## src/rtl/opdec_pkg.sv

```systemverilog
package opdec_pkg;
    localparam int OPW   = 16;
    localparam int NAMEW = 5;
    localparam int SIZEW = 2;
    localparam int MODEW = 3;
    localparam int IMMW  = 4;
    localparam int ERRW  = 3;

    typedef enum logic [ERRW-1:0] {
        ERR_NONE  = 3'd0,
        ERR_COUNT = 3'd1,
        ERR_SIZE  = 3'd2,
        ERR_MODE  = 3'd3,
        ERR_DIVZ  = 3'd4
    } err_e;

    typedef enum logic [1:0] {ST_RUN, ST_STOP, ST_FAULT} state_e;

    localparam logic [SIZEW-1:0] SZ_B = 2'd0;
    localparam logic [SIZEW-1:0] SZ_W = 2'd1;
    localparam logic [SIZEW-1:0] SZ_L = 2'd2;

    localparam logic [MODEW-1:0] MD_DREG = 3'd0;
    localparam logic [MODEW-1:0] MD_AREG = 3'd1;
    localparam logic [MODEW-1:0] MD_ABS  = 3'd3;

    localparam logic [NAMEW-1:0] OP_MULS  = 5'd4;
    localparam logic [NAMEW-1:0] OP_DIVS  = 5'd5;
    localparam logic [NAMEW-1:0] OP_BRA   = 5'd18;
    localparam logic [NAMEW-1:0] OP_BVS   = 5'd19;
    localparam logic [NAMEW-1:0] OP_BEQ   = 5'd20;
    localparam logic [NAMEW-1:0] OP_BCS   = 5'd21;
    localparam logic [NAMEW-1:0] OP_BGE   = 5'd22;
    localparam logic [NAMEW-1:0] OP_BLE   = 5'd23;
    localparam logic [NAMEW-1:0] OP_EXG   = 5'd26;
    localparam logic [NAMEW-1:0] OP_MOVEA = 5'd27;
    localparam logic [NAMEW-1:0] OP_DSR   = 5'd30;
    localparam logic [NAMEW-1:0] OP_HLT   = 5'd31;

    typedef struct packed {
        logic [NAMEW-1:0] name;
        logic [SIZEW-1:0] size;
        logic             two;
        logic [MODEW-1:0] m1;
        logic             r1;
        logic [MODEW-1:0] m2;
        logic             r2;
        logic [IMMW-1:0]  imm;
        logic             fmt2;
    } fields_t;
endpackage

```

## src/rtl/opdec_split.sv

```systemverilog
module opdec_split
    import opdec_pkg::*;
(
    input  logic [OPW-1:0] word,
    output fields_t        fld
);
    always_comb begin
        fld.name = word[15:11];
        fld.size = word[10:9];
        fld.two  = word[8];
        fld.m1   = word[7:5];
        fld.r1   = word[4];
        fld.m2   = word[3:1];
        fld.r2   = word[0];
        fld.imm  = word[7:4];
        unique case (word[15:11])
            5'd1, 5'd3, 5'd12, 5'd13, 5'd14, 5'd15, 5'd25: fld.fmt2 = 1'b1;
            default:                                        fld.fmt2 = 1'b0;
        endcase
    end
endmodule

```

## src/rtl/opdec_rules.sv

```systemverilog
module opdec_rules
    import opdec_pkg::*;
(
    input  logic [NAMEW-1:0] name,
    input  logic [SIZEW-1:0] size,
    input  logic             two,
    input  logic [MODEW-1:0] m1,
    input  logic [MODEW-1:0] m2,
    output err_e             verdict
);
    logic need_two;
    logic size_ok;
    logic mode_ok;

    always_comb begin
        unique case (name)
            5'd0, 5'd2, 5'd4, 5'd5, 5'd9, 5'd10, 5'd11,
            5'd16, 5'd24, 5'd26, 5'd27: need_two = 1'b1;
            default:                    need_two = 1'b0;
        endcase
    end

    always_comb begin
        unique case (name)
            OP_BRA, OP_BVS, OP_BEQ, OP_BCS, OP_BGE, OP_BLE,
            OP_MOVEA, OP_MULS:  size_ok = (size == SZ_W);
            OP_EXG, OP_DIVS:    size_ok = (size == SZ_L);
            OP_DSR, OP_HLT:     size_ok = (size == SZ_B);
            default:            size_ok = (size != 2'd3);
        endcase
    end

    always_comb begin
        unique case (name)
            OP_BRA, OP_BVS, OP_BEQ, OP_BCS, OP_BGE, OP_BLE:
                mode_ok = (m1 == MD_ABS);
            OP_MOVEA:
                mode_ok = (m1 == MD_ABS) && (m2 == MD_AREG);
            OP_EXG:
                mode_ok = ((m1 == MD_DREG) || (m1 == MD_AREG)) &&
                          ((m2 == MD_DREG) || (m2 == MD_AREG));
            default:
                mode_ok = 1'b1;
        endcase
    end

    always_comb begin
        if (two != need_two)  verdict = ERR_COUNT;
        else if (!size_ok)    verdict = ERR_SIZE;
        else if (!mode_ok)    verdict = ERR_MODE;
        else                  verdict = ERR_NONE;
    end
endmodule

```

## src/rtl/opdec_cond.sv

```systemverilog
module opdec_cond
    import opdec_pkg::*;
(
    input  logic [NAMEW-1:0] name,
    input  logic             n,
    input  logic             z,
    input  logic             v,
    input  logic             c,
    output logic             take
);
    always_comb begin
        unique case (name)
            OP_BRA:  take = 1'b1;
            OP_BVS:  take = v;
            OP_BEQ:  take = z;
            OP_BCS:  take = c;
            OP_BGE:  take = ~(n ^ v);
            OP_BLE:  take = (n ^ v) | z;
            default: take = 1'b0;
        endcase
    end
endmodule

```

## src/rtl/opdec_guard.sv

```systemverilog
module opdec_guard
    import opdec_pkg::*;
(
    input  logic             clk,
    input  logic             rst_n,
    input  logic             op_valid,
    input  logic [OPW-1:0]   opcode,
    input  logic             flag_n,
    input  logic             flag_z,
    input  logic             flag_v,
    input  logic             flag_c,
    input  logic             div_zero,
    output logic             dec_valid,
    output logic             halt,
    output logic [ERRW-1:0]  err_code,
    output logic [NAMEW-1:0] op_name,
    output logic [SIZEW-1:0] op_size,
    output logic             two_ops,
    output logic [MODEW-1:0] mode1,
    output logic             reg1,
    output logic [MODEW-1:0] mode2,
    output logic             reg2,
    output logic [IMMW-1:0]  imm,
    output logic             fmt2,
    output logic             br_taken
);
    state_e  st_q, st_d;
    fields_t f_c, f_q;
    err_e    rule_err, err_q;
    logic    take_c, valid_q, take_q;

    opdec_split u_split (.word(opcode), .fld(f_c));

    opdec_rules u_rules (
        .name(f_c.name), .size(f_c.size), .two(f_c.two),
        .m1(f_c.m1), .m2(f_c.m2), .verdict(rule_err)
    );

    opdec_cond u_cond (
        .name(f_c.name), .n(flag_n), .z(flag_z), .v(flag_v), .c(flag_c),
        .take(take_c)
    );

    always_comb begin
        st_d = st_q;
        unique case (st_q)
            ST_RUN: begin
                if (div_zero)
                    st_d = ST_FAULT;
                else if (op_valid) begin
                    if (rule_err != ERR_NONE)  st_d = ST_FAULT;
                    else if (f_c.name == OP_HLT) st_d = ST_STOP;
                end
            end
            ST_STOP:  st_d = ST_STOP;
            ST_FAULT: st_d = ST_FAULT;
            default:  st_d = ST_RUN;
        endcase
    end

    always_ff @(posedge clk) begin
        if (!rst_n) st_q <= ST_RUN;
        else        st_q <= st_d;
    end

    always_ff @(posedge clk) begin
        if (!rst_n) begin
            f_q     <= '0;
            err_q   <= ERR_NONE;
            valid_q <= 1'b0;
            take_q  <= 1'b0;
        end else begin
            valid_q <= 1'b0;
            take_q  <= 1'b0;
            if (st_q == ST_RUN) begin
                if (div_zero) begin
                    err_q <= ERR_DIVZ;
                end else if (op_valid) begin
                    f_q     <= f_c;
                    err_q   <= rule_err;
                    valid_q <= (rule_err == ERR_NONE);
                    take_q  <= (rule_err == ERR_NONE) && take_c;
                end
            end
        end
    end

    assign halt      = (st_q != ST_RUN);
    assign dec_valid = valid_q;
    assign br_taken  = take_q;
    assign err_code  = err_q;
    assign op_name   = f_q.name;
    assign op_size   = f_q.size;
    assign two_ops   = f_q.two;
    assign mode1     = f_q.m1;
    assign reg1      = f_q.r1;
    assign mode2     = f_q.m2;
    assign reg2      = f_q.r2;
    assign imm       = f_q.imm;
    assign fmt2      = f_q.fmt2;
endmodule

```

## config.mk

```make
export PLATFORM = sky130hd
export DESIGN_NAME = opdec_guard
export DESIGN_NICKNAME = d
export VERILOG_FILES = /design/src/rtl/opdec_pkg.sv /design/src/rtl/opdec_split.sv /design/src/rtl/opdec_rules.sv /design/src/rtl/opdec_cond.sv /design/src/rtl/opdec_guard.sv
export SDC_FILE = /design/constraint.sdc
export NUM_CORES = 1
export LEC_CHECK = 0
export BUFFER_PORTS_ARGS = -buffer_cell sky130_fd_sc_hd__buf_2
export CAP_MARGIN = 20
export CORE_MARGIN = 2
export CORE_UTILIZATION = 52
export CTS_CLUSTER_DIAMETER = 150
export CTS_CLUSTER_SIZE = 16
export DETAILED_ROUTE_END_ITERATION = 6
export PLACE_DENSITY_LB_ADDON = 0.12
export SETUP_SLACK_MARGIN = 0.15
export SLEW_MARGIN = 20
export SYNTH_ARGS = -nofsm -noshare
export SYNTH_HDL_FRONTEND = slang
export SYNTH_SLANG_ARGS = --single-unit
export TNS_END_PERCENT = 1
```

## constraint.sdc

```tcl
create_clock -name clk -period 2.3 [get_ports clk]
set_input_delay 0.46 -clock clk [delete_from_list [all_inputs] [get_ports clk]]
set_output_delay 0.46 -clock clk [all_outputs]
set_load 0.005 [all_outputs]
```

==> results.md <==
* Status: completed
* Final count of hold timing violations at 0
* Worst-path clk slew at ~140 ps
* Via Count at ~1.3k
* Number of port buffers at 50
* Final net count at 235
* Main flop type after synthesis: dfxtp_1
* Clock Latency Late Sink at 320 ps
* Mapped cell area at 1360 sq um
* Core ar. at between 2000 and 2500 sq um
* Worst slew pin tran at 446 ps
* Sw Pwr at 236 uW
* Crit path kind: primary input to flop
* Initial antenna violation count at 0
* Tcrit/Tclk final at 0.706
* Max Fanout on Critical Path at 15
* Sw Share at 0.257
* R2r endpoint: err_code[0]
* Post-Syn Instances at 170
* Worst Skew at 10.6 ps
* Multi-input gate area at 768 sq um
* Slew Limit Fails at 0
* F_max at 0.616 GHz
* Avg Cell Area, Syn at roughly 8 sq um
* CP required at roughly 2600 ps
* Total power draw at just over 900 uW
* Hold endpoint: imm[0]
* Final WL at 2890 um
* CTS buffer count at 3
* CP endpoint kind: flop
* Setup violations, final at 0
* WHS Path Cells at 3
* Critical hold path startpoint: opcode[4]
* Power Internal at about 680 uW
* Crit path DAT at 1870 ps
* Worst relative slew slack at 0.698
* Layout cell share with drive strength beyond 1 at 0.290
* Rows at 18
* Initial Util at 0.547
* Ys async rst share at 0
* Worst-path cell chain: buf_2, nor4bb_1, a2111oi_4, nand2_1, or4_1, o211ai_1
* Max Cap Violations at 0
* Final worst slack at 675 ps
* Clock power share at 0.336
* Cell depth of the worst flop-to-flop path at 4
* Peak VDD IR at 0.000440 V
* # fillers at 248
* CP Launch Type: primary input
* Pwr per Cell Area at 570 nW/um^2
* Dpl cell area at 1560 sq um
* Vias in the first global route at 1067
* Drt pass-1 iters at 4
* Post-synthesis sequential area ratio at 0.354
* Synth-to-Final Area Change at 19.1%
* First-pass GRT wire length at 4450 um
* Count of state elements after synthesis at 24
* Core Util, Final at 0.652
* Worst R2R Start: st_q[1]
* Tmin final at 1620 ps
* Setup Buffers After CTS at 0
* DIE WIDTH at 55.1 um
* DRC at 0
* Min-delay worst type: primary input to flop
* Antenna cells at 0
* Unrepaired setup endpoints after global routing: false
* CTS tree: yes
* Post-route ant nets at 0
* Die height at around 55 um
* CP peak stage delay at 480 ps
* Clock tree buffer depth at 2
* Register-to-register setup slack at 840 ps
* H-tree Lvls at 1
* Post-synth EDFFs at 0
* Post-route setup TNS at 0 ps
* Clk root buf: clkbuf_4
* Most frequent cells in the layout: buf_2, nand2_1, dfxtp_1
* Overall Global Routing Usage at 0.202
* Final instance area at 1620 sq um
* I/O pin count at around 50
* PostCTS Resize Cnt at 0
* Syn nets at approximately 190
* CTS Hold Buffers Added at 0
* Most common cell after layout, fill and taps aside: buf_2
* Congestion Overflow GR at 0
* Leakage at 0.715 nW
* Sequential cell area at between 400 and 500 sq um
* Post-synth cell types at between 40 and 50
* Seq pwr share at 0.481
* DP HPWL at 2170 um
* Starting DRT DRC Count at 22
* Slowest CP cell: or4_1
* TritonCTS Sinks at 24
* Placer Congestion at between 0.7 and 0.8
* Largest net degree at the start of global routing at 23
* Yosys Warn Count at 0
* Pre-CTS setup slack at 350 ps
* Vias/cell at 5.40
* Routed length per instance at approximately 12 um
* Comb power frac at 0.184
* Die Area at between 3000 and 4000 sq um
logic make-up after synthesis:
family	count (synthesis)	synth area share
buf+inv	20	0.0793
simple gates	78	0.280
compound gates	46	0.274
flops	24	0.354
xor+xnor	2	0.0129
worst max-delay path: cells and delay by family:
family	cells	cell delay, ps
buffers and inverters	1	230
AND/OR/NAND/NOR	3	680
AO/OA/AOI/OAI	2	500
layer usage:
| metal | GRT usage | part of all wire | up-vias | wire length (um) |
|---|---|---|---|---|
| li1 | - | - | 672 | - |
| met1 | 0.250 | 0.46 | 578 | 1330 |
| met2 | 0.345 | 0.47 | 41 | 1360 |
| met3 | 0.0349 | 0.058 | 5 | 169 |
| met4 | 0.0854 | 0.013 | 0 | 39 |
| met5 | 0 | 0 | - | 0 |
state kept, by name, summed over array words and instances, names as in the netlist:
signal     cells
br_taken       1
mode2          3
op_size        2
reg2           1
fmt2           1
st_q           2
op_name        5
two_ops        1
err_code       3
mode1          3
dec_valid      1
imm            1
final cells by class:
| cell class | instances | area share |
|---|---|---|
| multi-input combinational | 126 | 0.476 |
| sequential | 24 | 0.297 |
| timing repair buffer | 51 | 0.160 |
| tap | 30 | 0.0232 |
| clock inverter | 1 | 0.0186 |
| clock buffer | 3 | 0.0139 |
| inverter | 5 | 0.0116 |
cells in the mapped netlist, types with 2 or more instances:
cell,instances,area share
nand2_1,40,0.11
o21bai_1,2,0.011
inv_1,5,0.014
nand2b_1,5,0.023
a211oi_1,2,0.011
buf_4,5,0.028
nor2_1,9,0.025
o31ai_1,3,0.017
o21ai_0,3,0.011
nor2b_1,6,0.028
a31oi_1,2,0.0092
a21oi_1,2,0.0074
o211ai_1,3,0.017
dfxtp_1,24,0.35
nand3_1,2,0.0074
o2bb2ai_1,2,0.013
a21boi_0,17,0.094
and2_1,2,0.0092
clkbuf_1,4,0.011
nor3_1,3,0.011
buf_2,5,0.018
through the flow:
step | instances | hold slack [ps]
final | 240 | 363
after detailed placement | 236 | 440
after CTS | 240 | 361
after floorplan | 170 | 447
after global routing | 240 | 361
after global placement | 236 | 437
power groups by stage:
stage	registers [mW]	logic, mW	clock network, mW
4_1_cts	0.443	0.170	0.314
3_3_place_gp	0.451	0.166	0
3_5_place_dp	0.452	0.170	0
5_1_grt	0.445	0.191	0.331
2_1_floorplan	0.453	0.111	0
6_report	0.442	0.169	0.309
worst max path at each step:
| stage | startpoint | endpoint | depth (start not counted) |
|---|---|---|---|
| after floorplan | opcode[12] | err_code[0] | 6 |
| after global placement | opcode[14] | err_code[0] | 6 |
| after detailed placement | opcode[14] | err_code[0] | 6 |
| after CTS | opcode[14] | err_code[0] | 6 |
| after global routing | opcode[14] | err_code[0] | 6 |
| final | opcode[14] | err_code[0] | 6 |
No activity file was read; power rests on OpenSTA's default activity.
